## config.mk

```make
export PLATFORM = sky130hd
export DESIGN_NAME = chsh_unit
export DESIGN_NICKNAME = d
export VERILOG_FILES = /design/src/rtl/chsh_pkg.sv /design/src/rtl/chsh_wr_ctr.sv /design/src/rtl/chsh_rd_gen.sv /design/src/rtl/chsh_buf.sv /design/src/rtl/chsh_unit.sv
export SDC_FILE = /design/constraint.sdc
export NUM_CORES = 1
export LEC_CHECK = 0
export CORE_MARGIN = 2
export CORE_UTILIZATION = 45
export CTS_BUF_LIST = sky130_fd_sc_hd__clkbuf_16
export DETAILED_ROUTE_END_ITERATION = 6
export PLACE_DENSITY = 0.61
export SYNTH_ARGS = -nofsm -noshare
export SYNTH_HDL_FRONTEND = slang
export SYNTH_HIERARCHICAL = 1
export SYNTH_SLANG_ARGS = --single-unit
```

## constraint.sdc

```tcl
create_clock -name clk -period 2.5 [get_ports clk]
set_input_delay 0.25 -clock clk [delete_from_list [all_inputs] [get_ports clk]]
set_output_delay 0.25 -clock clk [all_outputs]
set_load 0.02 [all_outputs]
```

## src/rtl/chsh_pkg.sv

```systemverilog
package chsh_pkg;
    typedef enum logic [0:0] {
        SH_FILL  = 1'b0,
        SH_DRAIN = 1'b1
    } sh_state_e;
endpackage

```

## src/rtl/chsh_wr_ctr.sv

```systemverilog
module chsh_wr_ctr #(
    parameter int DEPTH = 32,
    localparam int AW = (DEPTH > 1) ? $clog2(DEPTH) : 1
) (
    input  logic          clk,
    input  logic          rst,
    input  logic          adv,
    output logic [AW-1:0] addr,
    output logic          at_end
);
    logic [AW-1:0] cnt_q;

    assign at_end = (cnt_q == AW'(DEPTH - 1));
    assign addr   = cnt_q;

    always_ff @(posedge clk) begin
        if (rst) begin
            cnt_q <= '0;
        end else if (adv) begin
            cnt_q <= at_end ? '0 : cnt_q + 1'b1;
        end
    end
endmodule

```

## src/rtl/chsh_rd_gen.sv

```systemverilog
module chsh_rd_gen #(
    parameter int GRP    = 4,
    parameter int NSPLIT = 2,
    parameter int SPAT   = 4,
    localparam int DEPTH = GRP * NSPLIT * SPAT,
    localparam int AW    = (DEPTH > 1) ? $clog2(DEPTH) : 1,
    localparam int IW    = (GRP > 1) ? $clog2(GRP) : 1,
    localparam int JW    = (NSPLIT > 1) ? $clog2(NSPLIT) : 1,
    localparam int KW    = (SPAT > 1) ? $clog2(SPAT) : 1
) (
    input  logic          clk,
    input  logic          rst,
    input  logic          adv,
    output logic [AW-1:0] addr,
    output logic          at_end
);
    logic [IW-1:0] i_q;
    logic [JW-1:0] j_q;
    logic [KW-1:0] k_q;
    logic          k_wrap, i_wrap, j_wrap;
    logic [31:0]   lin;

    assign k_wrap = (k_q == KW'(SPAT - 1));
    assign i_wrap = (i_q == IW'(GRP - 1));
    assign j_wrap = (j_q == JW'(NSPLIT - 1));
    assign at_end = k_wrap && i_wrap && j_wrap;

    // spatial index innermost, then group member i, then part j outermost
    assign lin  = (32'(i_q) * 32'(NSPLIT) + 32'(j_q)) * 32'(SPAT) + 32'(k_q);
    assign addr = lin[AW-1:0];

    always_ff @(posedge clk) begin
        if (rst) begin
            i_q <= '0;
            j_q <= '0;
            k_q <= '0;
        end else if (adv) begin
            k_q <= k_wrap ? '0 : k_q + 1'b1;
            if (k_wrap) begin
                i_q <= i_wrap ? '0 : i_q + 1'b1;
                if (i_wrap) begin
                    j_q <= j_wrap ? '0 : j_q + 1'b1;
                end
            end
        end
    end

    // the generated read address always lands inside the slice buffer
    a_r4_rd_in_range: assert property (@(posedge clk) disable iff (rst)
        lin < 32'(DEPTH));
endmodule

```

## src/rtl/chsh_buf.sv

```systemverilog
module chsh_buf #(
    parameter int DW    = 8,
    parameter int DEPTH = 32,
    localparam int AW = (DEPTH > 1) ? $clog2(DEPTH) : 1
) (
    input  logic          clk,
    input  logic          we,
    input  logic [AW-1:0] waddr,
    input  logic [DW-1:0] wdata,
    input  logic [AW-1:0] raddr,
    output logic [DW-1:0] rdata
);
    logic [DW-1:0] mem [DEPTH];

    always_ff @(posedge clk) begin
        if (we) begin
            mem[waddr] <= wdata;
        end
    end

    assign rdata = mem[raddr];
endmodule

```

## src/rtl/chsh_unit.sv

```systemverilog
module chsh_unit
    import chsh_pkg::*;
#(
    parameter int DW       = 8,
    parameter int CH_SLICE = 8,
    parameter int NSPLIT   = 2,
    parameter int SPAT     = 4,
    localparam int GRP   = CH_SLICE / NSPLIT,
    localparam int DEPTH = CH_SLICE * SPAT,
    localparam int AW    = (DEPTH > 1) ? $clog2(DEPTH) : 1
) (
    input  logic          clk,
    input  logic          rst,
    input  logic          in_valid,
    output logic          in_ready,
    input  logic [DW-1:0] in_data,
    input  logic          in_last,
    output logic          out_valid,
    input  logic          out_ready,
    output logic [DW-1:0] out_data,
    output logic          out_last
);
    generate
        if (NSPLIT < 1 || CH_SLICE < NSPLIT || (CH_SLICE % NSPLIT) != 0) begin : g_bad_params
            $error("chsh_unit: CH_SLICE must be a positive multiple of NSPLIT");
        end
    endgenerate

    sh_state_e     state_q, state_d;
    logic          in_fire, out_fire;
    logic [AW-1:0] wr_addr, rd_addr;
    logic          wr_end, rd_end;

    assign in_fire  = in_valid && in_ready;
    assign out_fire = out_valid && out_ready;

    chsh_wr_ctr #(.DEPTH(DEPTH)) u_wr (
        .clk    (clk),
        .rst    (rst),
        .adv    (in_fire),
        .addr   (wr_addr),
        .at_end (wr_end)
    );

    chsh_rd_gen #(.GRP(GRP), .NSPLIT(NSPLIT), .SPAT(SPAT)) u_rd (
        .clk    (clk),
        .rst    (rst),
        .adv    (out_fire),
        .addr   (rd_addr),
        .at_end (rd_end)
    );

    chsh_buf #(.DW(DW), .DEPTH(DEPTH)) u_buf (
        .clk   (clk),
        .we    (in_fire),
        .waddr (wr_addr),
        .wdata (in_data),
        .raddr (rd_addr),
        .rdata (out_data)
    );

    // state register
    always_ff @(posedge clk) begin
        if (rst) begin
            state_q <= SH_FILL;
        end else begin
            state_q <= state_d;
        end
    end

    // transitions
    always_comb begin
        state_d = state_q;
        unique case (state_q)
            SH_FILL:  if (in_fire && wr_end)   state_d = SH_DRAIN;
            SH_DRAIN: if (out_fire && rd_end)  state_d = SH_FILL;
            default:  state_d = SH_FILL;
        endcase
    end

    // outputs
    always_comb begin
        in_ready  = 1'b0;
        out_valid = 1'b0;
        unique case (state_q)
            SH_FILL:  in_ready  = 1'b1;
            SH_DRAIN: out_valid = 1'b1;
            default:  in_ready  = 1'b0;
        endcase
    end

    assign out_last = out_valid && rd_end;

    // output only rises right after a full slice has been captured
    a_r2_no_early_out: assert property (@(posedge clk) disable iff (rst)
        $rose(out_valid) |-> $past(in_fire && wr_end));

    // input gated in the cycle after the final element lands
    a_r3_gate_after_fill: assert property (@(posedge clk) disable iff (rst)
        (in_fire && wr_end) |=> !in_ready);

    // upstream last flag coincides with the buffer filling up
    a_r3_last_aligned: assert property (@(posedge clk) disable iff (rst)
        (in_fire && wr_end) |-> in_last);

    // a stalled output element is held unchanged
    a_r6_hold_under_stall: assert property (@(posedge clk) disable iff (rst)
        (out_valid && !out_ready) |=> (out_valid && $stable(out_data) && $stable(out_last)));

    // taking the final output reopens the input next cycle
    a_r8_resume_fill: assert property (@(posedge clk) disable iff (rst)
        (out_fire && out_last) |=> (in_ready && !out_valid));
endmodule

```

==> impl_metrics.json, run 1 <==
{
  "die_h_microns": 156,
  "die_width_microns": 156,
  "grt-ovfl-total": 0,
  "fin_tns_setup_ns": -3.61,
  "syn-num-nets": 483,
  "dieArea_sq_um": 24400,
  "fin_nets": 581,
  "vdd_drop_max_mv": 0.623,
  "cp_cell_sequence": "buf_6 > buf_12 > buf_6 > mux4_2 > mux4_2 > mux2_4 > buf_6",
  "worstPathMaxFanout": 7,
  "synth-seq-cells": 267,
  "drc": 0,
  "coreArea_sq_um": 22700,
  "start_util_pct": 46.0,
  "hold_viol_final": 0,
  "max_cap_violations": 0,
  "finalMaxSlewViolations": 0,
  "final-setup-viol-count": 8,
  "crit_path_start_kind": "flip-flop",
  "arrival_ns": 2.74,
  "cts_sinks": 267,
  "fin_crit_ns": 2.99,
  "cts_buffers": 27,
  "rows": 55,
  "grt.total_usage_pct": 18.9,
  "clockBufferDepth": 3,
  "ys_types": 35,
  "wl_per_cell_microns": 25.6,
  "synth_area_leaders": "edfxtp_1 (74%), mux4_2 (17%), dfxtp_1 (2.1%), nor2_1 (1.4%), mux2_2 (0.97%)",
  "grt_pass1_wl_microns": 33300,
  "period_share_pct": 120,
  "dominantRegCellSynth": "edfxtp_1",
  "tightest_slew_ns": 0.535,
  "antenna_cells": 0,
  "dr.pass1.iters": 4,
  "root_buffer": "clkbuf_16",
  "synthCells": 466,
  "dp_cells": 809,
  "fillers": 1735,
  "hold_ws_ns": 0.339,
  "power.density_nw_per_um2": 706,
  "synth_common_cells": "edfxtp_1 (256), mux4_2 (80), nor2_1 (39), dfxtp_1 (11), mux2_2 (9)",
  "io_buffer_count": 22,
  "hp-class": "input port to flip-flop",
  "grt_pass1_vias": 5106,
  "ys_seq_area_share_pct": 75.7,
  "syn_avg_cell_area_sq_um": 22.4,
  "drtIter0Drc": 568,
  "max_stage_delay_ns": 0.54,
  "yosysTopAreaCellShare_pct": 73.6,
  "required_ns": 2.25,
  "cp_top_family": "multiplexers",
  "reg2reg_slack_ns": 0.52,
  "syn_area_sq_um": 10400,
  "crit_type": "flip-flop to output port",
  "clk_pin_slew_ns": 0.06,
  "cts_tree": "built",
  "synth_top_area_cell": "edfxtp_1",
  "yosysWarnings": 6,
  "synth-edff-count": 256,
  "fin_skew_ns": 0.0143,
  "critPathSlowestCell": "mux4_2",
  "rsz0062_at_grt": "yes",
  "hpwlAfterDp_microns": 13800,
  "fin_cells": 870,
  "synth.most_common_cell": "edfxtp_1",
  "drive_gt1_share_pct": 36.6,
  "routed_wl_microns": 22200,
  "crit_top_cell": "buf_6",
  "async_flop_share_pct": 0,
  "violations": "negative setup slack",
  "area_growth_pct": 19.5,
  "worstSkewPairLatency_ns": 0.54,
  "cts_hold_buf": 0,
  "endpoint_kind": "output port",
  "setup_slack_ns": -0.492,
  "slew_headroom_pct": 64.3,
  "finalWeightedCongestion": 0.837,
  "crit_buf_inv": 4,
  "via_per_inst": 5.72,
  "htree_levels": 1,
  "p_leak_nw": 3.97,
  "status": "complete, but fails checks",
  "grt_max_degree": 33,
  "fmax_mhz": 334,
  "vias": 4979,
  "antenna_left": 0,
  "io_pins": 24,
  "antenna_found_initial": 0
}
## sequential cells by signal, summed over array words and instances, names as in the netlist
signal,cells
state_q,1
u_buf/mem,256
u_rd/i_q,2
u_rd/j_q,1
u_rd/k_q,2
u_wr/addr,5
## path summary, 6_finish.rpt
kind,startpoint,endpoint,cells after the start
max,u_rd/k_q[0],out_data[7],7
max reg2reg,state_q,u_buf/mem[24][5],4
min,out_ready,state_q,2
min reg2reg,state_q,state_q,1
## metal layers
layer / wire length [microns] / up-vias / track usage (%)
met2: 10400 / 135 / 28.9
met4: 454 / 0 / 4.76
met1: 10100 / 2651 / 28.8
li1: - / 2159 / -
met5: 0 / - / 0
met3: 1250 / 34 / 2.80
## cell usage in the layout, fill, tap and decap left out, types with 8 or more instances in the layout
master	synthesis	layout
clkbuf_16	0	28
buf_4	8	50
clkdlybuf4s50_1	0	13
buf_6	1	12
dfxtp_1	11	9
mux2_4	0	8
nor2_1	39	39
clkinv_1	0	10
mux4_2	80	80
edfxtp_1	256	256
buf_12	0	12
## final cells by class
cell class                      instances  area, sq um  area share [%]
Inverter                                2         7.51          0.0602
Clock inverter                         23          124           0.992
Tap cell                              285          357            2.86
Clock buffer                           27          676            5.41
Multi-Input combinational cell        175         2440            19.5
Timing Repair Buffer                   91          966            7.74
Sequential cell                       267         7910            63.4
## cell families after synthesis
| kind of cell | share of synthesized area [%] |
|---|---|
| adders and majority gates | 0.479 |
| AOI/OAI and AO/OA | 0.803 |
| buffers and inverters | 1.23 |
| and+or+nand+nor | 3.25 |
| DFF | 75.7 |
| muxes | 18.5 |
## power breakdown
group	leakage, nW	switching (mW)	internal, mW	total (mW)
combinational	1.15	0.141	0.0830	0.224
clock	0.419	1.60	2.05	3.66
sequential	2.40	0.0119	4.92	4.93
## through the flow
step	total power [mW]	instance area, sq um	utilization [%]	worst slack, ns
2_1_floorplan	5.09	10400	-	0.0673
3_3_place_gp	5.24	11500	50.4	-0.358
3_5_place_dp	5.25	11500	50.4	-0.333
4_1_cts	8.88	12500	55.0	-0.506
5_1_grt	9.05	12500	55.0	-0.552
6_report	8.81	12500	55.0	-0.492
## repair_timing
item | CTS | global route
setup buffers | 9 | 0
pin swaps | 0 | 0
gates cloned | 3 | 1
setup endpoints to repair | 9 | 9
resized for setup | 62 | 7
No activity file was read; power rests on OpenSTA's default activity.
==> inputs of run 2 (changes only) <==
--- a/config.mk
+++ b/config.mk
@@ -8,8 +8,10 @@
 export CORE_MARGIN = 2
 export CORE_UTILIZATION = 45
 export CTS_BUF_LIST = sky130_fd_sc_hd__clkbuf_16
+export CTS_CLUSTER_DIAMETER = 200
 export DETAILED_ROUTE_END_ITERATION = 6
 export PLACE_DENSITY = 0.61
+export SKIP_LAST_GASP = 1
 export SYNTH_ARGS = -nofsm -noshare
 export SYNTH_HDL_FRONTEND = slang
 export SYNTH_HIERARCHICAL = 1
==> results of run 2 <==
Final layout, timing and power as in run 1 (identical DEF).
==> inputs of run 3 (changes only) <==
--- a/config.mk
+++ b/config.mk
@@ -6,11 +6,11 @@
 export NUM_CORES = 1
 export LEC_CHECK = 0
 export CORE_MARGIN = 2
-export CORE_UTILIZATION = 45
+export CORE_UTILIZATION = 39
 export CTS_BUF_LIST = sky130_fd_sc_hd__clkbuf_16
 export CTS_CLUSTER_DIAMETER = 200
 export DETAILED_ROUTE_END_ITERATION = 6
-export PLACE_DENSITY = 0.61
+export PLACE_DENSITY = 0.54
 export SKIP_LAST_GASP = 1
 export SYNTH_ARGS = -nofsm -noshare
 export SYNTH_HDL_FRONTEND = slang
==> run 3 against run 2 <==
  * The flow still finishes with violations (negative setup slack)
  * Final area up 0.81%
  * Sequential power about the same
  * Clock power up 4%
  * Die area up 15%
  * Sequential share of layout area down 0.51 points
  * Critical path type unchanged
  * Highest routed layer unchanged
  * Fmax up 1.5%
  * Non-clock buffer count down 4
  * Setup slack better by 0.045 ns
  * Wire length up 4.8%
==> impl_metrics.json, run 3 (synthesized netlist as in run 1, its figures left out) <==
{
  "status": "complete, but fails checks",
  "violations": "negative setup slack",
  "start_util_pct": 39.8,
  "tightest_slew_ns": 0.540,
  "hp-start": "out_ready",
  "fin_cells": 917,
  "worstSkewPairLatency_ns": 0.53,
  "hp-class": "input port to flip-flop",
  "drtIter0Drc": 474,
  "post-route-util_pct": 48.0,
  "via_per_inst": 5.42,
  "die_h_microns": 168,
  "antenna_left": 0,
  "io_pins": 24,
  "grt-ovfl-total": 0,
  "worstPathMaxFanout": 8,
  "die_width_microns": 168,
  "regToRegStartpoint": "state_q",
  "finalMaxSlewViolations": 0,
  "max_cap_violations": 0,
  "rows": 59,
  "busiest_layer": "met1",
  "antenna_cells": 0,
  "area_growth_pct": 20.5,
  "fmax_mhz": 339,
  "vdd_drop_max_mv": 0.469,
  "grt_pass1_vias": 5115,
  "cts_buffers": 28,
  "required_ns": 2.25,
  "finalInstanceArea_sq_um": 12600,
  "hold_depth": 2,
  "slew_headroom_pct": 63.9,
  "top_register": "u_buf/mem",
  "arrival_ns": 2.70,
  "root_buffer": "clkbuf_16",
  "vias": 4969,
  "grt.total_usage_pct": 17.0,
  "grt_use_met2_pct": 26.1,
  "p_leak_nw": 3.98,
  "use_met1_pct": 26.2,
  "routed_wl_microns": 23300,
  "grt_pass1_wl_microns": 34700,
  "fin_tns_setup_ns": -3.49,
  "fin_crit_ns": 2.95,
  "fin_nets": 578,
  "final_common_cell": "edfxtp_1",
  "clk_pin_slew_ns": 0.06,
  "cts_tree": "built",
  "cts_sinks": 267,
  "crit_type": "flip-flop to output port",
  "final-setup-viol-count": 8,
  "antenna_found_initial": 0,
  "fin_skew_ns": 0.0152,
  "dp_cells": 854,
  "hpwlAfterDp_microns": 14100,
  "reg2reg_slack_ns": 0.47,
  "finalWeightedCongestion": 0.759,
  "r2r-end": "u_buf/mem[0][3]",
  "dr.pass1.iters": 4,
  "hold_viol_final": 0,
  "setup_slack_ns": -0.447,
  "grt_use_met3_pct": 2.67,
  "drive_gt1_share_pct": 36.3,
  "clockBufferDepth": 3,
  "holdPathEnd": "state_q",
  "mostFrequentLayoutCells": "edfxtp_1 (256), mux4_2 (80), buf_4 (47), nor2_1 (39), clkbuf_16 (29)",
  "power.density_nw_per_um2": 710,
  "coreArea_sq_um": 26200,
  "dieArea_sq_um": 28100,
  "drc": 0,
  "cts_hold_buf": 0,
  "period_share_pct": 118,
  "htree_levels": 1,
  "rsz0062_at_grt": "yes",
  "crit_path_start_kind": "flip-flop",
  "hold_ws_ns": 0.332,
  "dpl_cell_area_sq_um": 11500,
  "reg2reg_depth": 4,
  "io_buffer_count": 22,
  "wl_per_cell_microns": 25.4,
  "grt_max_degree": 33,
  "largest_reg_flops": 256,
  "endpoint_kind": "output port"
}
run 3: worst max-delay path by stage:
stage,from,endpoint,cells after the start
floorplan,u_rd/j_q,out_data[0],6
global placement,u_rd/k_q[0],out_data[2],5
detailed placement,u_rd/k_q[0],out_data[2],5
CTS,u_rd/k_q[0],out_data[0],6
global route,u_rd/k_q[0],out_data[3],6
finish,u_rd/k_q[0],out_data[0],6
run 3: power breakdown:
group          internal (mW)  total (mW)  switching (mW)  leakage [nW]
Sequential              4.92        4.93         0.00949          2.40
Combinational         0.0828       0.217           0.134          1.14
Clock                   2.18        3.79            1.61         0.442
run 3: timing repair:
item | 4_1_cts | 5_1_grt
resized for setup | 69 | 1
gates cloned | 6 | 0
setup endpoints to repair | 9 | 9
buffers inserted | 7 | 0
run 3: worst max-delay path, cell delays in order (launching register included):
cell and delay, ns:
dfxtp_4 0.40, buf_12 0.15, buf_12 0.14, mux4_2 0.52
mux4_2 0.53, mux2_4 0.29, buf_6 0.13
run 3: cell type report:
class,count,area [sq um]
Fill cell,2128,13600
Multi-Input combinational cell,175,2440
Tap cell,335,419
Inverter,2,7.51
Timing Repair Buffer,87,961
Sequential cell,267,7910
Clock inverter,22,118
Clock buffer,29,726
run 3: through the flow:
| stage | worst slack [ns] | power, mW |
|---|---|---|
| floorplan | 0.0673 | 5.09 |
| global placement | -0.336 | 5.23 |
| detailed placement | -0.335 | 5.24 |
| CTS | -0.490 | 9.02 |
| global route | -0.523 | 9.21 |
| finish | -0.447 | 8.94 |
run 3: per-layer routing:
metal / wire length [microns] / vias up
met5: 0 / -
met4: 350 / 0
met3: 1190 / 27
met2: 10800 / 130
met1: 10900 / 2653
li1: - / 2159
